===== config.mk =====
export PLATFORM = sky130hd
export DESIGN_NAME = capdly_window_cal
export DESIGN_NICKNAME = d
export VERILOG_FILES = /design/src/rtl/capdly_pkg.sv /design/src/rtl/capdly_timer.sv /design/src/rtl/capdly_err_acc.sv /design/src/rtl/capdly_window.sv /design/src/rtl/capdly_window_cal.sv
export SDC_FILE = /design/constraint.sdc
export NUM_CORES = 1
export LEC_CHECK = 0
export ABC_AREA = 1
export BUFFER_PORTS_ARGS = -buffer_cell sky130_fd_sc_hd__buf_2
export CAP_MARGIN = 30
export CORE_MARGIN = 5
export CORE_UTILIZATION = 60
export DETAILED_ROUTE_END_ITERATION = 12
export GPL_ROUTABILITY_DRIVEN = 0
export PLACE_DENSITY = 0.85
export REMOVE_ABC_BUFFERS = 1
export SYNTH_ARGS = -nofsm -noshare
export SYNTH_HDL_FRONTEND = slang
export SYNTH_HIERARCHICAL = 1
export SYNTH_SLANG_ARGS = --single-unit

===== constraint.sdc =====
create_clock -name clk -period 4.87 [get_ports clk]
set_input_delay 0.2435 -clock clk [delete_from_list [all_inputs] [get_ports clk]]
set_output_delay 0.2435 -clock clk [all_outputs]
set_load 0.02 [all_outputs]

===== src/rtl/capdly_pkg.sv =====
package capdly_pkg;

   typedef enum logic [1:0] {
      PAT_NORMAL = 2'd0,
      PAT_RAMP   = 2'd1,
      PAT_ONES   = 2'd2
   } pat_e;

   typedef enum logic [1:0] {
      RES_OK     = 2'd0,
      RES_NO_WIN = 2'd1,
      RES_NARROW = 2'd2
   } res_e;

   typedef enum logic [2:0] {
      S_IDLE,
      S_LOAD,
      S_ARM,
      S_DWELL,
      S_EVAL,
      S_SETTLE,
      S_FINAL,
      S_DONE
   } cal_st_e;

endpackage


===== src/rtl/capdly_timer.sv =====
module capdly_timer #(
   parameter int CNT_W = 8
) (
   input  logic             clk,
   input  logic             rst_n,
   input  logic             load,
   input  logic [CNT_W-1:0] load_val,
   output logic             expired
);
   logic [CNT_W-1:0] cnt_q;

   always_ff @(posedge clk or negedge rst_n) begin
      if (!rst_n)            cnt_q <= '0;
      else if (load)         cnt_q <= load_val;
      else if (cnt_q != '0)  cnt_q <= cnt_q - 1'b1;
   end

   assign expired = (cnt_q == '0) && !load;
endmodule


===== src/rtl/capdly_err_acc.sv =====
module capdly_err_acc #(
   parameter int ERR_W   = 16,
   parameter int ACC_W   = 18,
   parameter int PENALTY = 100
) (
   input  logic             clk,
   input  logic             rst_n,
   input  logic             clear,
   input  logic             add,
   input  logic             lock,
   input  logic [ERR_W-1:0] err,
   output logic             acc_zero
);
   logic [ACC_W-1:0] acc_q;
   logic [ACC_W-1:0] term;

   assign term = lock ? ACC_W'(err) : ACC_W'(PENALTY);

   always_ff @(posedge clk or negedge rst_n) begin
      if (!rst_n)     acc_q <= '0;
      else if (clear) acc_q <= '0;
      else if (add)   acc_q <= acc_q + term;
   end

   assign acc_zero = (acc_q == '0);
endmodule


===== src/rtl/capdly_window.sv =====
module capdly_window #(
   parameter int TAP_W   = 5,
   parameter int MIN_WIN = 4
) (
   input  logic             clk,
   input  logic             rst_n,
   input  logic             clear,
   input  logic             eval,
   input  logic             pass,
   input  logic [TAP_W-1:0] tap,
   output logic             nxt_vld,
   output logic [TAP_W-1:0] nxt_lo,
   output logic [TAP_W-1:0] nxt_hi,
   output logic             nxt_wide,
   output logic             close_wide
);
   logic             vld_q;
   logic [TAP_W-1:0] lo_q, hi_q;
   logic             wide_q;

   assign wide_q = ({1'b0, hi_q} - {1'b0, lo_q}) >= (TAP_W+1)'(MIN_WIN);

   always_comb begin
      nxt_vld = vld_q;
      nxt_lo  = lo_q;
      nxt_hi  = hi_q;
      if (eval) begin
         if (pass) begin
            if (!vld_q) begin
               nxt_vld = 1'b1;
               nxt_lo  = tap;
            end
            nxt_hi = tap;
         end else if (vld_q && !wide_q) begin
            nxt_vld = 1'b0;
         end
      end
   end

   assign nxt_wide   = nxt_vld && (({1'b0, nxt_hi} - {1'b0, nxt_lo}) >= (TAP_W+1)'(MIN_WIN));
   assign close_wide = eval && !pass && vld_q && wide_q;

   always_ff @(posedge clk or negedge rst_n) begin
      if (!rst_n) begin
         vld_q <= 1'b0;
         lo_q  <= '0;
         hi_q  <= '0;
      end else if (clear) begin
         vld_q <= 1'b0;
         lo_q  <= '0;
         hi_q  <= '0;
      end else if (eval) begin
         vld_q <= nxt_vld;
         lo_q  <= nxt_lo;
         hi_q  <= nxt_hi;
      end
   end
endmodule


===== src/rtl/capdly_window_cal.sv =====
module capdly_window_cal #(
   parameter int TAP_W      = 5,
   parameter int NUM_TAPS   = 32,
   parameter int MIN_WIN    = 4,
   parameter int MAX_SWEEPS = 2,
   parameter int ERR_W      = 16,
   parameter int PENALTY    = 100,
   parameter int DWELL_CYC  = 2_000_000,
   parameter int SETTLE_CYC = 400_000_000,
   localparam int SW_W      = $clog2(MAX_SWEEPS + 1)
) (
   input  logic             clk,
   input  logic             rst_n,
   input  logic             start,
   output logic [TAP_W-1:0] dly_val,
   output logic             dly_ld,
   output logic [1:0]       pat_i,
   output logic [1:0]       pat_q,
   output logic             chk_en,
   input  logic             chk_i_lock,
   input  logic [ERR_W-1:0] chk_i_err,
   input  logic             chk_q_lock,
   input  logic [ERR_W-1:0] chk_q_err,
   output logic             busy,
   output logic             done,
   output logic [1:0]       fail_code,
   output logic [TAP_W-1:0] tap_sel,
   output logic [SW_W-1:0]  sweeps_used
);
   import capdly_pkg::*;

   localparam int MAX_CYC = (DWELL_CYC > SETTLE_CYC) ? DWELL_CYC : SETTLE_CYC;
   localparam int CNT_W   = $clog2(MAX_CYC + 1);
   localparam int ACC_W   = ERR_W + 2;

   if (NUM_TAPS < 2 || NUM_TAPS > (1 << TAP_W)) begin : g_bad_taps
      $error("NUM_TAPS must lie in 2 .. 2**TAP_W");
   end
   if (MIN_WIN < 1 || MIN_WIN >= NUM_TAPS) begin : g_bad_win
      $error("MIN_WIN must lie in 1 .. NUM_TAPS-1");
   end
   if (MAX_SWEEPS < 1) begin : g_bad_sweeps
      $error("MAX_SWEEPS must be at least 1");
   end
   if (DWELL_CYC < 1 || SETTLE_CYC < 1) begin : g_bad_cyc
      $error("DWELL_CYC and SETTLE_CYC must be at least 1");
   end
   if (PENALTY < 1 || PENALTY >= (1 << ERR_W)) begin : g_bad_pen
      $error("PENALTY must be nonzero and fit in ERR_W bits");
   end

   cal_st_e          st_q;
   logic [TAP_W-1:0] tap_q;
   logic             chan_q;
   logic [SW_W-1:0]  sweep_q;
   logic [TAP_W-1:0] sel_q;
   logic [1:0]       res_q;

   logic             start_go, tmr_load, tmr_exp, retry_go;
   logic [CNT_W-1:0] tmr_val;
   logic             acc_zero, win_eval, win_clear;
   logic             nxt_vld, nxt_wide, close_wide;
   logic [TAP_W-1:0] nxt_lo, nxt_hi, mid;
   logic             last_tap, end_good, finish_ok, finish_bad;
   logic             in_test;

   assign start_go = start && (st_q == S_IDLE || st_q == S_DONE);
   assign last_tap = (tap_q == TAP_W'(NUM_TAPS - 1));
   assign win_eval = (st_q == S_EVAL);
   assign win_clear = start_go || (st_q == S_SETTLE);

   assign end_good   = last_tap && nxt_wide;
   assign finish_ok  = win_eval && (close_wide || end_good);
   assign finish_bad = win_eval && !finish_ok && last_tap && (sweep_q == SW_W'(MAX_SWEEPS));
   assign retry_go   = win_eval && !finish_ok && last_tap && (sweep_q != SW_W'(MAX_SWEEPS));

   assign mid = TAP_W'(({1'b0, nxt_lo} + {1'b0, nxt_hi}) >> 1);

   assign tmr_load = (st_q == S_ARM) || retry_go;
   assign tmr_val  = (st_q == S_ARM) ? CNT_W'(DWELL_CYC - 1) : CNT_W'(SETTLE_CYC - 1);

   capdly_timer #(.CNT_W(CNT_W)) u_tmr (
      .clk      (clk),
      .rst_n    (rst_n),
      .load     (tmr_load),
      .load_val (tmr_val),
      .expired  (tmr_exp)
   );

   capdly_err_acc #(.ERR_W(ERR_W), .ACC_W(ACC_W), .PENALTY(PENALTY)) u_acc (
      .clk      (clk),
      .rst_n    (rst_n),
      .clear    (st_q == S_LOAD),
      .add      ((st_q == S_DWELL) && tmr_exp),
      .lock     (chan_q ? chk_q_lock : chk_i_lock),
      .err      (chan_q ? chk_q_err  : chk_i_err),
      .acc_zero (acc_zero)
   );

   capdly_window #(.TAP_W(TAP_W), .MIN_WIN(MIN_WIN)) u_win (
      .clk        (clk),
      .rst_n      (rst_n),
      .clear      (win_clear),
      .eval       (win_eval),
      .pass       (acc_zero),
      .tap        (tap_q),
      .nxt_vld    (nxt_vld),
      .nxt_lo     (nxt_lo),
      .nxt_hi     (nxt_hi),
      .nxt_wide   (nxt_wide),
      .close_wide (close_wide)
   );

   always_ff @(posedge clk or negedge rst_n) begin
      if (!rst_n) begin
         st_q    <= S_IDLE;
         tap_q   <= '0;
         chan_q  <= 1'b0;
         sweep_q <= '0;
         sel_q   <= '0;
         res_q   <= RES_OK;
      end else begin
         unique case (st_q)
            S_IDLE, S_DONE: if (start_go) begin
               st_q    <= S_LOAD;
               tap_q   <= '0;
               sweep_q <= SW_W'(1);
               sel_q   <= '0;
               res_q   <= RES_OK;
            end
            S_LOAD: begin
               chan_q <= 1'b0;
               st_q   <= S_ARM;
            end
            S_ARM:  st_q <= S_DWELL;
            S_DWELL: if (tmr_exp) begin
               if (!chan_q) begin
                  chan_q <= 1'b1;
                  st_q   <= S_ARM;
               end else begin
                  st_q <= S_EVAL;
               end
            end
            S_EVAL: begin
               if (finish_ok) begin
                  sel_q <= mid;
                  tap_q <= mid;
                  st_q  <= S_FINAL;
               end else if (finish_bad) begin
                  res_q <= nxt_vld ? RES_NARROW : RES_NO_WIN;
                  st_q  <= S_DONE;
               end else if (retry_go) begin
                  st_q <= S_SETTLE;
               end else begin
                  tap_q <= tap_q + 1'b1;
                  st_q  <= S_LOAD;
               end
            end
            S_SETTLE: if (tmr_exp) begin
               tap_q   <= '0;
               sweep_q <= sweep_q + 1'b1;
               st_q    <= S_LOAD;
            end
            S_FINAL: st_q <= S_DONE;
            default: st_q <= S_IDLE;
         endcase
      end
   end

   assign in_test = (st_q == S_ARM) || (st_q == S_DWELL);

   assign dly_val     = tap_q;
   assign dly_ld      = (st_q == S_LOAD) || (st_q == S_FINAL);
   assign chk_en      = (st_q == S_DWELL);
   assign pat_i       = !in_test ? PAT_NORMAL : (chan_q ? PAT_ONES : PAT_RAMP);
   assign pat_q       = !in_test ? PAT_NORMAL : (chan_q ? PAT_RAMP : PAT_ONES);
   assign busy        = (st_q != S_IDLE) && (st_q != S_DONE);
   assign done        = (st_q == S_DONE);
   assign fail_code   = res_q;
   assign tap_sel     = sel_q;
   assign sweeps_used = sweep_q;
endmodule


==> metrics.yaml, run 1 <==
global_route:
  grt_pass1_vias: 6030
  grt_start_max_net_pins: 70
  grt_pass1_wl_um: 27400
  antenna_found_initial: 0
  grt-ovfl-total: 0
  grtUsageTotal: 0.254
timing:
  post-route-period-util: 0.928
  clock_skew_ns: 0.0129
  period_minus_slack_ns: 4.52
  tns_ns: 0
  final_hold_viol_count: 0
  drv_slew: 0
  rsz0062_at_grt: "no"
  holdWs_ns: 0.283
  setup_slack_ns: 0.350
  max_freq_mhz: 221
  finalSetupViolations: 0
clock_tree:
  cts_tree: "built"
  clock_sinks: 76
  clock_path_buffers: 2
  insertion_delay_ns: 0.36
  cts_root_buf: "clkbuf_8"
  clk_pin_slew_ns: 0.07
  h-tree-depth: 3
  numCtsBuffers: 9
drt:
  vias: 6489
  first_pass_iters: 5
  avgRoutedWirePerCell_um: 13.4
  drt_iter0_markers: 522
  drcViolationCount: 0
  via_per_inst: 5.27
  drt-total-wl_um: 16500
  ant_nets: 0
critical_path:
  timing.rr.start: "u_acc/acc_q[12]$_DFFE_PN0P_"
  worstPathRequired_ns: 5.12
  max_stage_delay_ns: 0.44
  worst_setup_path_start_kind: "register"
  critPathMaxFanout: 16
  cp-startpoint: "u_acc/acc_q[12]$_DFFE_PN0P_"
  worst-setup-path-type: "reg -> reg"
  cpMaxStageDelayCell: "fa_1"
  cp-end-kind: "register"
  worstPathArrival_ns: 4.77
finish:
  diodes: 0
  layoutNonFillerInstCount: 1232
  area_growth_syn_to_layout_pct: 12.4
  fin_nets: 1164
  drive_above_1_share: 0.183
  n_fill_cell: 975
  final_area_mm2: 0.00743
synth:
  netlist_area_mm2: 0.00661
  seq_area_frac_synth: 0.288
  ys_ff_latch: 76
  synth_cell_types: 50
  netlist_instances: 1004
  yosys.area.top_type_share: 0.288
  synth.area.top_cells: "dfrtp_1 29%, nand2_1 17%, inv_1 7.4%"
  ys_warn_count: 6
  avgSynthCellArea_um2: 6.58
  yosysTopAreaCell: "dfrtp_1"
power_and_ir_drop:
  power_density_mw_per_mm2: 439
  ir_worst_vdd_mv: 0.232
  power.leakage_nw: 4.17
placed_design:
  post-place-ws_ns: 0.0141
  dp_hpwl_um: 12300
  place_inst: 1210
  dpl_cell_area_mm2: 0.00715
  portBuffers: 58
run_status:
  status: "complete, no violations"
floorplan:
  start_util: 0.610
  fp-row-count: 38
  dieArea_mm2: 0.0132
  core_area_mm2: 0.0108
  ios: 59
  dieHeight_um: 115
  die_width_um: 115
min_path:
  hold_path.class: "in -> async"
run:
  maxCapViolCount: 0
-- state kept, by name, indices dropped and copies added (netlist names) --
name         flops
chan_q           1
dly_val          5
fail_code        2
st_q             3
sweeps_used      2
tap_sel          5
u_acc/acc_q     18
u_tmr/cnt_q     29
u_win/hi_q       5
u_win/lo_q       5
u_win/vld_q      1
-- synth_stat cells, drive strengths merged --
cell and n:
fa 4, dfrtp 76, clkinv 1, xnor2 5, o31ai 2, a211oi 2
o21bai 6, o21a 2, a31oi 1, nand3b 8, nand3 63, nor4 4
buf 9, conb 2, nor3 9, o21ai 56, or2 7, clkbuf 10
nand2 335, a21o 1, a21oi 44, nand4 11, and2 2, nor2 158
ha 35, xor2 6, o22ai 2, inv 142, a21boi 1
-- through the flow --
step,util,total power [W]
final,0.685,0.00326
after floorplan,-,0.00229
after global placement,0.657,0.00267
after CTS,0.678,0.00320
after global routing,0.685,0.00353
after detailed placement,0.659,0.00272
-- path summary, 6_finish.rpt --
kind	depth (start not counted)	slack, ns	end
setup / recovery	32	0.35	dly_val[4]$_DFFE_PN0P_
hold / removal	2	0.28	u_win/hi_q[0]$_DFFE_PN0P_
setup reg to reg	32	0.35	dly_val[4]$_DFFE_PN0P_
hold reg to reg	2	0.48	tap_sel[3]$_DFFE_PN0P_
max in group asynchronous	3	4.02	u_tmr/cnt_q[20]$_DFFE_PN0N_
min in group clk	8	0.43	u_acc/acc_q[0]$_DFFE_PN0P_
-- cell type report --
class	count	area, um^2	share of cell area
multi-input combinational	781	4170	0.561
sequential	76	1900	0.256
inverter	143	544	0.0732
timing repair buffer	77	470	0.0633
tap	140	175	0.0236
clock buffer	13	159	0.0214
clock inverter	2	10.0	0.00135
-- timing repair --
action                                  4_1_cts  5_1_grt
endpoints found under the setup margin        5       49
gates resized for setup                       0       18
pin swaps                                     1        3
hold endpoints to repair                     76        0
buffers inserted                              3        3
hold buffers                                  1        0
-- metal layers --
metal / track usage / up-vias / part of all wire
met5: 0 / - / 0
met4: 0.0915 / 0 / 0.021
met3: 0.0437 / 28 / 0.051
met2: 0.435 / 184 / 0.49
met1: 0.321 / 2974 / 0.44
li1: - / 3303 / -
-- report_power, final --
| group | internal [W] | switching, W | total (W) |
|---|---|---|---|
| clock network | 0.000209 | 0.000232 | 0.000441 |
| registers | 0.000834 | 0.000240 | 0.00107 |
| logic | 0.000627 | 0.00112 | 0.00175 |
-- cell families after synthesis --
group	count (synthesis)	synth area share
and+or+nand+nor	597	0.421
buffers and inverters	162	0.0967
AOI/OAI and AO/OA	117	0.100
xor gates and xnor gates	11	0.0146
DFF	76	0.288
other	2	0.00114
adders and majority gates	39	0.0784
-- layout by cell type, fill, tap and decap left out, types with 19 or more instances in the layout --
cell type	count
a21oi_1	39
buf_2	57
dfrtp_1	76
ha_1	34
inv_1	130
nand2_1	306
nand2_2	24
nand3_1	53
nor2_1	125
nor2_2	19
o21ai_0	35
-- critical path, delay by kind of cell, from the launching register on --
kind | cells | cell delay, ns
AND/OR/NAND/NOR | 20 | 2.51
adder cells (fa/ha/maj) | 1 | 0.44
buffers and inverters | 7 | 0.63
flip-flops | 1 | 0.43
AO/OA/AOI/OAI | 4 | 0.40
No activity file was read; power rests on OpenSTA's default activity.
==> run 2, diff against run 1 <==
--- a/config.mk
+++ b/config.mk
@@ -9,10 +9,10 @@
 export BUFFER_PORTS_ARGS = -buffer_cell sky130_fd_sc_hd__buf_2
 export CAP_MARGIN = 30
 export CORE_MARGIN = 5
-export CORE_UTILIZATION = 60
+export CORE_UTILIZATION = 40
 export DETAILED_ROUTE_END_ITERATION = 12
 export GPL_ROUTABILITY_DRIVEN = 0
-export PLACE_DENSITY = 0.85
+export PLACE_DENSITY = 0.62
 export REMOVE_ABC_BUFFERS = 1
 export SYNTH_ARGS = -nofsm -noshare
 export SYNTH_HDL_FRONTEND = slang
==> metrics.yaml, run 2 (synthesis results as in run 1) <==
timing:
  final_hold_viol_count: 0
  finalSetupViolations: 0
  period_minus_slack_ns: 4.56
  post-route-period-util: 0.937
  clock_skew_ns: 0.00695
  drv_slew: 0
  max_freq_mhz: 219
  setup_slack_ns: 0.309
power_and_ir_drop:
  switching_share: 0.449
  p_switching_w: 0.00164
  p_int_w: 0.00201
  power_density_mw_per_mm2: 473
  power.leakage_nw: 4.25
  clkPwrFrac: 0.234
  power_frac_comb: 0.472
  ir_worst_vdd_mv: 0.231
  seqPwrFrac: 0.294
global_route:
  grt_pass1_vias: 5934
  grt-ovfl-total: 0
  grt_pass1_wl_um: 28000
  grtUsageTotal: 0.174
  antenna_found_initial: 0
  grt_start_max_net_pins: 67
floorplan:
  fp-row-count: 47
  start_util: 0.403
  ios: 59
  dieArea_mm2: 0.0192
  core_area_mm2: 0.0164
  die_width_um: 139
  dieHeight_um: 139
finish:
  fin_nets: 1161
  n_fill_cell: 1668
  top_register: "u_tmr/cnt_q"
  largest_register_ffs: 29
  drive_above_1_share: 0.184
  layout_common_cells: "306 x nand2_1, 129 x inv_1, 125 x nor2_1"
  area_growth_syn_to_layout_pct: 16.7
  diodes: 0
  top_regs: "u_tmr/cnt_q (29), u_acc/acc_q (18)"
  final_util: 0.470
  final_common_cell: "nand2_1"
critical_path:
  worst-setup-path-type: "reg -> reg"
  critPathMaxFanout: 16
  worst_setup_path_start_kind: "register"
  worstPathRequired_ns: 5.12
  worstPathArrival_ns: 4.81
  cpMaxStageDelayCell: "fa_1"
  max_stage_delay_ns: 0.46
  cp-end-kind: "register"
placed_design:
  post-place-ws_ns: 0.0878
  dp_hpwl_um: 12700
  portBuffers: 58
run:
  maxCapViolCount: 0
clock_tree:
  numCtsBuffers: 9
  cts_root_buf: "clkbuf_16"
  clk_pin_slew_ns: 0.07
  insertion_delay_ns: 0.35
  clock_path_buffers: 2
  cts_tree: "built"
  clock_sinks: 76
  h-tree-depth: 3
drt:
  first_pass_iters: 5
  drt_iter0_markers: 368
  via_per_inst: 4.81
  vias: 6298
  drcViolationCount: 0
  drt-total-wl_um: 16700
  avgRoutedWirePerCell_um: 12.7
  ant_nets: 0
run_status:
  status: "complete, no violations"
min_path:
  hold_path.class: "in -> async"
[run 2: critical path, delay by kind of cell (launching register included)]
kind                     cells  cell delay, ns
flip-flops                   1            0.43
adder cells (fa/ha/maj)      1            0.46
AND/OR/NAND/NOR             20            2.48
buffers and inverters        7            0.69
AO/OA/AOI/OAI                4            0.41
[run 2: power groups by stage]
stage	logic [W]	registers (W)	clock network [W]
4_1_cts	0.00169	0.00106	0.000874
2_1_floorplan	0.00127	0.00102	0
3_5_place_dp	0.00168	0.00107	0
6_report	0.00172	0.00107	0.000852
3_3_place_gp	0.00166	0.00106	0
5_1_grt	0.00195	0.00110	0.000902
[run 2: per-stage QoR]
step / instance area (um^2) / TNS [ns] / total power (W) / cells / hold WS, ns
floorplan: 6570 / -8.10 / 0.00229 / 1000 / -0.0521
global placement: 7230 / 0 / 0.00272 / 1290 / 0.453
detailed placement: 7250 / 0 / 0.00275 / 1291 / 0.106
CTS: 7640 / 0 / 0.00362 / 1308 / 0.274
global route: 7710 / -0.0218 / 0.00396 / 1310 / 0.310
finish: 7710 / 0 / 0.00365 / 1310 / 0.278
[run 2: layout make-up]
type | count | area [um^2] | area share
timing repair buffer | 74 | 447 | 0.0579
inverter | 143 | 542 | 0.0702
sequential | 76 | 1900 | 0.247
clock inverter | 7 | 148 | 0.0191
multi-input combinational | 781 | 4170 | 0.541
tap | 220 | 275 | 0.0357
clock buffer | 9 | 225 | 0.0292
[run 2: path summary, 6_finish.rpt]
kind	start	to	slack [ns]	cells past startpoint
setup / recovery	u_acc/acc_q[12]$_DFFE_PN0P_	dly_val[4]$_DFFE_PN0P_	0.31	32
hold / removal	rst_n	u_tmr/cnt_q[6]$_DFFE_PN0N_	0.28	2
setup reg to reg	u_acc/acc_q[12]$_DFFE_PN0P_	dly_val[4]$_DFFE_PN0P_	0.31	32
hold reg to reg	tap_sel[2]$_DFFE_PN0P_	tap_sel[2]$_DFFE_PN0P_	0.47	2
max in group asynchronous	rst_n	u_acc/acc_q[11]$_DFFE_PN0P_	4.00	3
min in group clk	chk_i_err[0]	u_acc/acc_q[0]$_DFFE_PN0P_	0.42	8
[run 2: layer usage]
| metal | share of wire | up-vias | global-route usage |
|---|---|---|---|
| li1 | - | 3297 | - |
| met1 | 0.48 | 2885 | 0.235 |
| met2 | 0.48 | 107 | 0.290 |
| met3 | 0.035 | 9 | 0.0366 |
| met4 | 0.0098 | 0 | 0.0328 |
| met5 | 0 | - | 0 |
[run 2: repair_timing]
action | in CTS | in global routing
hold buffers | 1 | 0
endpoints found under the setup margin | 0 | 53
endpoints found under the hold margin | 10 | 0
resized for setup | 0 | 15
setup buffers | 0 | 2
==> run 3, diff against run 2 <==
--- a/config.mk
+++ b/config.mk
@@ -9,10 +9,10 @@
 export BUFFER_PORTS_ARGS = -buffer_cell sky130_fd_sc_hd__buf_2
 export CAP_MARGIN = 30
 export CORE_MARGIN = 5
-export CORE_UTILIZATION = 40
+export CORE_UTILIZATION = 45
 export DETAILED_ROUTE_END_ITERATION = 12
 export GPL_ROUTABILITY_DRIVEN = 0
-export PLACE_DENSITY = 0.62
+export PLACE_DENSITY = 0.68
 export REMOVE_ABC_BUFFERS = 1
 export SYNTH_ARGS = -nofsm -noshare
 export SYNTH_HDL_FRONTEND = slang
==> metrics.yaml, run 3 (synthesis results as in run 1) <==
drt:
  drt-total-wl_um: 16300
  vias: 6288
  avgRoutedWirePerCell_um: 12.8
  drcViolationCount: 0
  first_pass_iters: 5
  ant_nets: 0
  via_per_inst: 4.94
  drt_iter0_markers: 416
floorplan:
  core_area_mm2: 0.0145
  die_width_um: 131
  ios: 59
  start_util: 0.456
  dieArea_mm2: 0.0172
  fp-row-count: 44
  dieHeight_um: 131
global_route:
  grt_pass1_vias: 5908
  grt-ovfl-total: 0
  grt_pass1_wl_um: 27600
  grt_start_max_net_pins: 51
  antenna_found_initial: 0
  grtUsageTotal: 0.189
timing:
  finalSetupViolations: 0
  max_freq_mhz: 224
  rsz0062_at_grt: "no"
  relSlewSlack: 0.495
  drv_slew: 0
  final_hold_viol_count: 0
  clock_skew_ns: 0.00657
  period_minus_slack_ns: 4.47
  worst_pin_slew_ns: 0.758
  post-route-period-util: 0.917
placed_design:
  place_inst: 1253
  dp_hpwl_um: 12600
  portBuffers: 58
  dpl_cell_area_mm2: 0.00717
critical_path:
  worst-setup-path-type: "reg -> reg"
  critPathMaxFanout: 9
  path_common_cell: "inv_2"
  worstPathRequired_ns: 5.10
  r2r_end: "u_acc/acc_q[16]$_DFFE_PN0P_"
  reg2regPathDepth: 32
  cpMaxStageDelayCell: "dfrtp_1"
  worst_setup_path_start_kind: "register"
  reg2reg_slack_ns: 0.40
  max_stage_delay_ns: 0.43
  cp-end-kind: "register"
  worstPathArrival_ns: 4.70
  timing.rr.start: "u_acc/acc_q[14]$_DFFE_PN0P_"
finish:
  diodes: 0
  final_common_cell: "nand2_1"
  fin_nets: 1161
  layout_common_cells: "306 x nand2_1, 128 x inv_1, 125 x nor2_1"
  top_register: "u_tmr/cnt_q"
  area_growth_syn_to_layout_pct: 14.0
  layoutNonFillerInstCount: 1273
  drive_above_1_share: 0.183
  final_area_mm2: 0.00753
  top_regs: "u_tmr/cnt_q (29), u_acc/acc_q (18)"
  largest_register_ffs: 29
clock_tree:
  numCtsBuffers: 9
  clock_sinks: 76
  cts_tree: "built"
  clk_pin_slew_ns: 0.06
  h-tree-depth: 3
  cts_root_buf: "clkbuf_16"
  clock_path_buffers: 2
  insertion_delay_ns: 0.34
run_status:
  status: "complete, no violations"
min_path:
  hold_path.class: "in -> async"
power_and_ir_drop:
  power.leakage_nw: 4.18
  ir_worst_vdd_mv: 0.203
  power_density_mw_per_mm2: 451
run:
  maxCapViolCount: 0
[run 3: metrics by stage]
stage	hold WS, ns	util	power (W)	setup WS (ns)	setup TNS [ns]
final	0.361	0.520	0.00340	0.403	0
after global routing	0.398	0.520	0.00370	0.0238	0
after CTS	0.361	0.515	0.00338	0.0243	0
after detailed placement	0.185	0.495	0.00274	0.0766	0
after global placement	0.187	0.495	0.00272	0.238	0
after floorplan	-0.0521	-	0.00229	-0.374	-8.10
[run 3: how the worst max path moves through the flow]
| stage | slack, ns | from | cells after the start | to |
|---|---|---|---|---|
| floorplan | -0.37 | u_acc/acc_q[5]$_DFFE_PN0P_ | 30 | u_acc/acc_q[16]$_DFFE_PN0P_ |
| global placement | 0.24 | u_acc/acc_q[12]$_DFFE_PN0P_ | 32 | dly_val[2]$_DFFE_PN0P_ |
| detailed placement | 0.08 | u_acc/acc_q[12]$_DFFE_PN0P_ | 32 | dly_val[4]$_DFFE_PN0P_ |
| CTS | 0.02 | u_acc/acc_q[12]$_DFFE_PN0P_ | 32 | dly_val[4]$_DFFE_PN0P_ |
| global route | 0.02 | u_acc/acc_q[14]$_DFFE_PN0P_ | 32 | u_acc/acc_q[16]$_DFFE_PN0P_ |
| finish | 0.40 | u_acc/acc_q[14]$_DFFE_PN0P_ | 32 | u_acc/acc_q[16]$_DFFE_PN0P_ |
[run 3: cell type report]
type / instances / area, um^2
clock buffers: 10 / 229
clock inverters: 5 / 30.0
fillers: 1455 / 6950
inverters: 143 / 542
multi-input cells: 781 / 4170
flip-flops and latches: 76 / 1900
well taps: 184 / 230
repair buffers: 74 / 435
[run 3: power by group]
group | leakage (nW) | switching (W) | total (W) | internal (W)
Combinational | 3.11 | 0.00109 | 0.00171 | 0.000616
Sequential | 0.944 | 0.000240 | 0.00108 | 0.000836
Clock | 0.124 | 0.000273 | 0.000612 | 0.000340
Total | 4.18 | 0.00161 | 0.00340 | 0.00179
[run 3: layer usage]
metal	wire length (um)	GRT usage	up-vias
met5	0	0	-
met4	444	0.0751	0
met3	570	0.0252	29
met2	7380	0.297	127
met1	7890	0.264	2836
li1	-	-	3296
[run 3: worst max-delay path: cells and delay by family, from the launching register on]
family / cells / cell delay (ns)
AO/OA/AOI/OAI: 5 / 0.71
adder cells (fa/ha/maj): 1 / 0.40
buffers and inverters: 8 / 0.72
flip-flops: 1 / 0.43
AND/OR/NAND/NOR: 18 / 2.08
[run 3: what timing repair did]
| action | in CTS | in global routing |
|---|---|---|
| hold endpoints to repair | 26 | 0 |
| pin swaps | 0 | 7 |
| setup buffers | 0 | 4 |
| resized for setup | 2 | 14 |
| hold buffers | 1 | 0 |
| endpoints found under the setup margin | 11 | 50 |
